File: src/rtl/tx_cd_pkg.sv
package tx_cd_pkg;
  typedef struct packed {
    logic par_en;
    logic two_stop;
  } frame_cfg_t;
endpackage

File: src/rtl/tx_quanta_timer.sv
module tx_quanta_timer #(
  parameter int QW = 5
) (
  input  logic          clk_i,
  input  logic          rst_ni,
  input  logic          run_i,
  input  logic          tick_i,
  input  logic [QW-1:0] qm1_i,
  output logic [QW-1:0] q_o,
  output logic          bit_end_o
);
  logic [QW-1:0] q_q;

  assign bit_end_o = run_i & tick_i & (q_q == qm1_i);
  assign q_o       = q_q;

  always_ff @(posedge clk_i or negedge rst_ni) begin
    if (!rst_ni)        q_q <= '0;
    else if (!run_i)    q_q <= '0;
    else if (bit_end_o) q_q <= '0;
    else if (tick_i)    q_q <= q_q + 1'b1;
  end

  p_hold_no_tick_r10: assert property (@(posedge clk_i) disable iff (!rst_ni)
    (run_i && !tick_i) |=> (q_q == $past(q_q) || !$past(run_i)) || !run_i);
endmodule

File: src/rtl/tx_frame_seq.sv
module tx_frame_seq
  import tx_cd_pkg::*;
#(
  parameter int DATA_W = 8
) (
  input  logic              clk_i,
  input  logic              rst_ni,
  input  logic              load_i,
  input  logic [DATA_W-1:0] data_i,
  input  frame_cfg_t        cfg_i,
  input  logic              bit_end_i,
  input  logic              abort_i,
  output logic              busy_o,
  output logic              lvl_o,
  output logic              done_o
);
  localparam int FW    = DATA_W + 4;
  localparam int IDX_W = $clog2(FW);

  logic [FW-1:0]    frame_q;
  logic [IDX_W-1:0] idx_q, last_q;
  logic             busy_q;

  assign busy_o = busy_q;
  assign lvl_o  = frame_q[idx_q];
  assign done_o = busy_q & bit_end_i & (idx_q == last_q) & ~abort_i;

  always_ff @(posedge clk_i or negedge rst_ni) begin
    if (!rst_ni) begin
      frame_q <= '1;
      idx_q   <= '0;
      last_q  <= '0;
      busy_q  <= 1'b0;
    end else if (load_i) begin
      frame_q <= {2'b11, (cfg_i.par_en ? ^data_i : 1'b1), data_i, 1'b0};
      idx_q   <= '0;
      last_q  <= IDX_W'(DATA_W) + IDX_W'(cfg_i.par_en) + (cfg_i.two_stop ? IDX_W'(2) : IDX_W'(1));
      busy_q  <= 1'b1;
    end else if (abort_i || done_o) begin
      busy_q  <= 1'b0;
      idx_q   <= '0;
    end else if (busy_q && bit_end_i) begin
      idx_q   <= idx_q + 1'b1;
    end
  end

  p_start_low_r1: assert property (@(posedge clk_i) disable iff (!rst_ni)
    load_i |=> (busy_o && !lvl_o));
  p_done_ends_r1: assert property (@(posedge clk_i) disable iff (!rst_ni)
    done_o |=> !busy_o);
endmodule

File: src/rtl/tx_line_shaper.sv
module tx_line_shaper #(
  parameter int QW  = 5,
  parameter int PLW = 3
) (
  input  logic           clk_i,
  input  logic           rst_ni,
  input  logic           busy_i,
  input  logic           lvl_i,
  input  logic [QW-1:0]  q_i,
  input  logic [PLW-1:0] pl_i,
  input  logic [QW-1:0]  sample_pt_i,
  input  logic           tick_i,
  input  logic           rxd_i,
  input  logic           coll_en_i,
  output logic           txd_o,
  output logic           coll_hit_o
);
  localparam int CW = (QW > PLW) ? QW : PLW;

  logic short_hi;
  assign short_hi = (pl_i != '0) && (CW'(q_i) > CW'(pl_i));

  always_comb begin
    if (!busy_i)     txd_o = 1'b1;
    else if (lvl_i)  txd_o = 1'b1;
    else             txd_o = short_hi;
  end

  assign coll_hit_o = coll_en_i & busy_i & tick_i & (q_i == sample_pt_i) & (rxd_i != txd_o);

  p_one_full_r3: assert property (@(posedge clk_i) disable iff (!rst_ni)
    (busy_i && lvl_i) |-> txd_o);
  p_idle_high_r4: assert property (@(posedge clk_i) disable iff (!rst_ni)
    !busy_i |-> txd_o);
  p_zero_low_r3: assert property (@(posedge clk_i) disable iff (!rst_ni)
    (busy_i && !lvl_i && pl_i == '0) |-> !txd_o);
endmodule

File: src/rtl/ser_tx_cd.sv
module ser_tx_cd
  import tx_cd_pkg::*;
#(
  parameter int DATA_W = 8,
  parameter int QW     = 5,
  parameter int PLW    = 3
) (
  input  logic              clk_i,
  input  logic              rst_ni,
  input  logic              tq_tick_i,
  input  logic [QW-1:0]     quanta_m1_i,
  input  logic [QW-1:0]     sample_pt_i,
  input  logic [PLW-1:0]    pulse_len_i,
  input  logic              parity_en_i,
  input  logic              two_stop_i,
  input  logic              coll_en_i,
  input  logic              stat_en_i,
  input  logic              fin_ie_i,
  input  logic              start_i,
  input  logic [DATA_W-1:0] data_i,
  input  logic              coll_clr_i,
  input  logic              rxd_i,
  output logic              txd_o,
  output logic              status_o,
  output logic              coll_o,
  output logic              fin_o,
  output logic              proto_irq_o
);
  logic          busy, lvl, done, bit_end, coll_hit, load;
  logic [QW-1:0] q;
  logic          coll_q, stat_q, fin_q, irq_q;
  frame_cfg_t    cfg;

  assign cfg  = '{par_en: parity_en_i, two_stop: two_stop_i};
  assign load = start_i & ~busy & ~coll_q;

  tx_quanta_timer #(.QW(QW)) u_timer (
    .clk_i(clk_i), .rst_ni(rst_ni), .run_i(busy), .tick_i(tq_tick_i),
    .qm1_i(quanta_m1_i), .q_o(q), .bit_end_o(bit_end)
  );

  tx_frame_seq #(.DATA_W(DATA_W)) u_seq (
    .clk_i(clk_i), .rst_ni(rst_ni), .load_i(load), .data_i(data_i), .cfg_i(cfg),
    .bit_end_i(bit_end), .abort_i(coll_hit), .busy_o(busy), .lvl_o(lvl), .done_o(done)
  );

  tx_line_shaper #(.QW(QW), .PLW(PLW)) u_shape (
    .clk_i(clk_i), .rst_ni(rst_ni), .busy_i(busy), .lvl_i(lvl), .q_i(q),
    .pl_i(pulse_len_i), .sample_pt_i(sample_pt_i), .tick_i(tq_tick_i),
    .rxd_i(rxd_i), .coll_en_i(coll_en_i), .txd_o(txd_o), .coll_hit_o(coll_hit)
  );

  always_ff @(posedge clk_i or negedge rst_ni) begin
    if (!rst_ni) begin
      coll_q <= 1'b0;
      stat_q <= 1'b0;
      fin_q  <= 1'b0;
      irq_q  <= 1'b0;
    end else begin
      irq_q <= coll_hit;
      fin_q <= done & fin_ie_i;
      if (coll_hit)        coll_q <= 1'b1;
      else if (coll_clr_i) coll_q <= 1'b0;
      if (stat_en_i) begin
        if (load)                  stat_q <= 1'b1;
        else if (done || coll_hit) stat_q <= 1'b0;
      end
    end
  end

  assign status_o    = stat_q;
  assign coll_o      = coll_q;
  assign fin_o       = fin_q;
  assign proto_irq_o = irq_q;

  p_coll_irq_r5: assert property (@(posedge clk_i) disable iff (!rst_ni)
    $rose(coll_o) |-> (proto_irq_o && txd_o));
  p_irq_pulse_r5: assert property (@(posedge clk_i) disable iff (!rst_ni)
    proto_irq_o |=> !proto_irq_o);
  p_lock_r7: assert property (@(posedge clk_i) disable iff (!rst_ni)
    (coll_o && !busy) |=> !busy);
  p_fin_gate_r9: assert property (@(posedge clk_i) disable iff (!rst_ni)
    fin_o |-> ($past(fin_ie_i) && !busy));
  p_stat_busy_r8: assert property (@(posedge clk_i) disable iff (!rst_ni)
    (stat_en_i && $past(stat_en_i) && busy) |-> status_o);
endmodule

File: config.mk
export PLATFORM = sky130hd
export DESIGN_NAME = ser_tx_cd
export DESIGN_NICKNAME = d
export VERILOG_FILES = /design/src/rtl/tx_cd_pkg.sv /design/src/rtl/tx_quanta_timer.sv /design/src/rtl/tx_frame_seq.sv /design/src/rtl/tx_line_shaper.sv /design/src/rtl/ser_tx_cd.sv
export SDC_FILE = /design/constraint.sdc
export NUM_CORES = 1
export LEC_CHECK = 0
export ABC_AREA = 1
export BUFFER_PORTS_ARGS = -buffer_cell sky130_fd_sc_hd__buf_2
export CAP_MARGIN = 25
export CORE_MARGIN = 2
export CORE_UTILIZATION = 38
export CTS_CLUSTER_SIZE = 30
export DETAILED_ROUTE_END_ITERATION = 16
export GPL_ROUTABILITY_DRIVEN = 0
export PLACE_DENSITY = 0.61
export SLEW_MARGIN = 20
export SYNTH_ARGS = -nofsm -noshare
export SYNTH_HDL_FRONTEND = slang
export SYNTH_SLANG_ARGS = --single-unit
File: constraint.sdc
create_clock -name clk_i -period 2.7 [get_ports clk_i]
set_input_delay 0.81 -clock clk_i [delete_from_list [all_inputs] [get_ports clk_i]]
set_output_delay 0.81 -clock clk_i [all_outputs]
set_load 0.02 [all_outputs]
## Yosys cells after proc, flatten, opt, wreduce, memory -nomap -nowiden

Cells that the tools add are included.

- Bits in registers: 28
- Bits of input ports: 32
- Logic and storage cells: 60

- Add/sub/neg operators: 4
- Magnitude comparators: 2
- Eq/ne operators: 5
- Mux-type cells: 16
- Bitwise logic cells: 15
- Reductions and logical operators: 9

Operator list:

| cell | number |
|---|---|
| 5-bit 2-to-1 mux | 3 |
| 1-bit bitwise AND | 12 |
| 4-bit 2-to-1 mux | 3 |
| 5-bit equality test | 2 |
| 1-bit 2-to-1 mux | 8 |
| 8-bit parity | 1 |
| 3-bit nonzero test | 2 |
| 5-bit by 1-bit adder with 5-bit output (second input constant) | 1 |
| 5-bit by 3-bit greater-than comparator with 1-bit output | 1 |
| 4-bit by 5-bit < comparator with 1-bit output (second input constant) | 1 |
| 4-bit by 1-bit adder with 4-bit output (first input constant) | 1 |
| 4-bit by 1-bit adder with 4-bit output (second input constant) | 1 |
| 4-bit adder | 1 |
| 1-bit binary-select mux with 4-bit select | 1 |
| 4-bit equality test | 1 |
| 2-bit nonzero test | 2 |
| 3-bit by 2-bit inequality test with 1-bit output (second input constant) | 1 |
| 1-bit inverter | 3 |
| 1-bit logical AND | 2 |
| 2-bit 2-to-1 mux | 1 |
| 2-bit AND reduction | 1 |
| 1-bit logical OR | 1 |
| 1-bit inequality test | 1 |

## Depth between registers and ports, before layout

- Word-level depth: 11
- Depth in mapped cells: 16

## Hierarchy

From an unflattened synthesis, not the netlist that was laid out.

- Cells, all modules: 293
- Area total of the unflattened synthesis: 1940.6 um^2

By module, submodules not included:

| module | times used | cells an instance | area an instance (um^2) | seq. area each (um^2) |
|---|---|---|---|---|
| tx_frame_seq | 1 | 164 | 1152.4 | 488.0 |
| tx_quanta_timer | 1 | 65 | 390.4 | 125.1 |
| tx_line_shaper | 1 | 49 | 249.0 | 0.0 |
| ser_tx_cd | 1 | 15 | 148.9 | 100.1 |

## Worst setup path before layout

OpenSTA, ideal clock, no wires.

- Path kind: input to output
- Start: input pulse_len_i[2]
- End: output txd_o
- Data arrival time: 1626 ps
- Required time: 1890 ps
- Path slack: 264 ps
- Cell stages on the path: 10
- Path buffers: 0
- Cells stage by stage: inv_1 ha_1 nand2_1 nand2_1 nor2_1 nand2_1 nand3_1 nand2_1 inv_2 nand2_4

- Word-level cells in the longest chain between the ends: 4

RTL lines:

| element | RTL line | source |
|---|---|---|
| start: declaration | ser_tx_cd.sv:13 | `input logic [PLW-1:0] pulse_len_i,` |
| 5-bit by 3-bit greater-than comparator with 1-bit output / 3-bit nonzero test (equally long branches) | tx_line_shaper.sv:21 | `assign short_hi = (pl_i != '0) && (CW'(q_i) > CW'(pl_i));` |
| 1-bit logical AND (*) | tx_line_shaper.sv:21 |  |
| 1-bit 2-to-1 mux (*) | tx_line_shaper.sv:25 | `else if (lvl_i) txd_o = 1'b1;` |
| 1-bit 2-to-1 mux (*) | tx_line_shaper.sv:24 | `if (!busy_i) txd_o = 1'b1;` |
| end: declaration | ser_tx_cd.sv:23 | `output logic txd_o,` |

Every way passes the cells marked *; elsewhere a longest branch is shown, timed or not.

## Worst setup path after layout

Same ends and word-level chain as after synthesis.

==> key figures <==
Place
  • Input/output buffers: 36
  • Hpwl dp: 2870 um
  • DP Cell Count: 325
  • Dpl cell area: 0.00213 mm^2

Synth
  • Yosys top cell by area: dfrtp_1
  • Mapped Nets: 264
  • Avg Inst Size Synth: approximately 8.4 um^2
  • Synth cell count leaders: nand2_1, inv_1, dfrtp_1, nor2_1, xor2_1
  • Syn Inst Count: 225
  • Top_reg_cell synth: dfrtp_1
  • Post-synth EDFFs: 0
  • Synth top area cells: dfrtp_1, dfstp_2, nand2_1
  • Synth Register Bits: 28
  • Cell variety after synth: 35
  • Ys Warns: 0
  • Synthesized cell area: 0.00189 mm^2
  • Cell with the most instances after synthesis: nand2_1
  • Async SR Flop Fraction: 1.00
  • Seq/Total Area, Yosys: 0.377
  • Synth top area share: 0.238

Drt
  • Routed Antenna Nets: 0
  • Vias: 1481
  • Met3 WL post-DR: 152 um
  • Final WL: 3760 um
  • Metal2 WL: 1820 um
  • Initial DRC count: 46
  • Routed vias/inst: 4.50
  • Residual DRC: 0
  • Metal1 wirelength: about 1700 um
  • Top Metal Used: met4
  • DR WL/cell: 11.4 um
  • DR pass1 iterations: 4

Setup path
  • Worst EP arrival: 1800 ps
  • Critical-path top delay cell: ha_4
  • Crit path largest cell delay: 200 ps
  • CP startpoint kind: primary input
  • Kind of critical path: in2out
  • CP required: 1890 ps
  • Worst Setup End Kind: primary output
  • Crit path cell chain: buf_6 > inv_4 > ha_4 > nand2_2 > nand2_1 > nor2_1 > nand2_1 > nand3_2 > nand2_2 > inv_2 > nand2_4 > buf_6
  • Max Fanout on Critical Path: 3

Clocking
  • Number of setup buffers added after CTS: 0
  • Num CTS Buffers: 3
  • CTS sink count: 28
  • Worst skew pair latency: 280 ps
  • CTS Hold Bufs: 0
  • Clock Tree Root: clkbuf_8
  • Clk pin slew, worst setup/hold paths: 90 ps
  • H-Tree Depth: 1
  • Maximum clock path buffer count: 2
  • TritonCTS clock tree: done

Pwr
  • Leakage: 0.00111 uW
  • Worst vdd ir: between 0.0003 and 0.0004 V
  • Power per standard cell area: 695 mW/mm^2

Floorplan
  • DIE HEIGHT: roughly 75 um
  • Horiz. Die Dim: 74.6 um
  • # rows: 25
  • Die Area: 0.00556 mm^2
  • Initial Util: 0.398
  • IO Count: 37
  • Core box area: roughly 0.0048 mm^2

Timing
  • Final setup fails: 0
  • Max Transition Viols Final: 0
  • Minimum clock period after layout: around 2600 ps
  • TNS Setup: 0 ps
  • Final hold violations: 0
  • Slew margin rel.: 0.578
  • Clk_skew: 3.61 ps
  • Worst slew pin tran: 632 ps
  • Fin crit share: 0.967
  • Max Freq: 0.383 GHz

Global routing
  • Grt ovf: 0
  • Vias in the first global route: 1400
  • Initial antenna violation count: 0
  • Largest net degree at the start of global routing: 29
  • GRT Total Usage: 0.147
  • First-pass GRT wire length: 6260 um

Finish
  • NumNets Final: a little over 300
  • Final instance area: ~0.0022 mm^2
  • Area growth, synth to finish: 18.4%
  • Layout fillers: ~480
  • # diodes: 0
  • Final Non-Filler Cells: ~330
  • Layout cells sized above 1: 0.340

Worst hold path
  • Worst Hold Class: reg2reg

Job
  • Max-cap viol count: 0

Outcome
  • Status: finished, final reports clean
worst max-delay path: cells and delay by family:
kind,cells,cell delay [ps]
adder cells (fa/ha/maj),1,200
buffers and inverters,4,340
AND/OR/NAND/NOR,7,450
final timing paths:
kind | from | endpoint | depth (start not counted) | slack (ps)
worst max-delay path | pulse_len_i[2] | txd_o | 12 | 90
worst min-delay path | u_seq.frame_q[0] | u_seq.frame_q[0] | 2 | 480
worst max register to register | u_timer.q_o[2] | status_o | 16 | 710
worst min register to register | u_seq.frame_q[0] | u_seq.frame_q[0] | 2 | 480
max in group asynchronous | rst_ni | status_o | 1 | 1750
min in group asynchronous | rst_ni | u_seq.last_q[1] | 1 | 530
timing repair:
action | 4_1_cts | 5_1_grt
pin swaps | 1 | 5
endpoints found under the setup margin | 1 | 1
gates resized for setup | 1 | 11
cell usage in the layout (no fill, tap or decap), types with 2 or more instances in the layout:
master      n
clkbuf_8    4
o22ai_1     3
o21ai_1     2
nand3_1    11
nand2_2     5
o2111ai_1   3
nand3_4     2
inv_1      28
o21ai_0    12
buf_6       2
nand4_1     5
nor3_1      3
ha_1        5
nand2_4     3
buf_2      34
buf_4       3
dfrtp_1    18
nor2_1     17
inv_4       2
xor2_1     14
ha_4        2
nand3_2     6
inv_2       7
nand2_1    39
o21ai_2     3
xnor2_1     9
dfstp_2    10
sequential cells by signal, summed over array words and instances (netlist names):
signal / count
u_seq.frame_q: 10
u_seq.idx_q: 4
u_seq.last_q: 4
coll_o: 1
u_seq.busy_o: 1
fin_o: 1
status_o: 1
proto_irq_o: 1
u_timer.q_o: 5
report_power, final:
part / switching [uW] / internal, uW
sequential: 79.3 / 575
clock: 136 / 131
combinational: 378 / 257
total: 593 / 963
routing by layer:
layer  vias up  GRT usage
li1        789          -
met1       657      0.185
met2        30      0.254
met3         5     0.0217
met4         0     0.0595
met5         -          0
layout make-up:
class                   count  area [um^2]  share of cell area
multi-input cells         152         1020               0.455
inverters                  39          153              0.0682
flip-flops and latches     28          713               0.318
well taps                  67         83.8              0.0374
clock buffers               4         55.1              0.0246
repair buffers             39          215              0.0961
through the flow:
stage / worst slack [ps] / power, uW / utilization / hold WS (ps)
CTS: 12.2 / 1550 / 0.463 / 479
detailed placement: -29.9 / 1270 / 0.448 / 461
floorplan: 264 / 1090 / - / 439
finish: 88.3 / 1560 / 0.471 / 477
global route: -7.17 / 1690 / 0.471 / 504
global placement: -9.20 / 1260 / 0.448 / 458
cells by family after synthesis:
logic type | synth area share
AOI/OAI and AO/OA | 0.0807
adders and majority gates | 0.0463
DFF | 0.377
and+or+nand+nor | 0.286
xor gates and xnor gates | 0.106
buffers and inverters | 0.104
No activity file was read; power rests on OpenSTA's default activity.
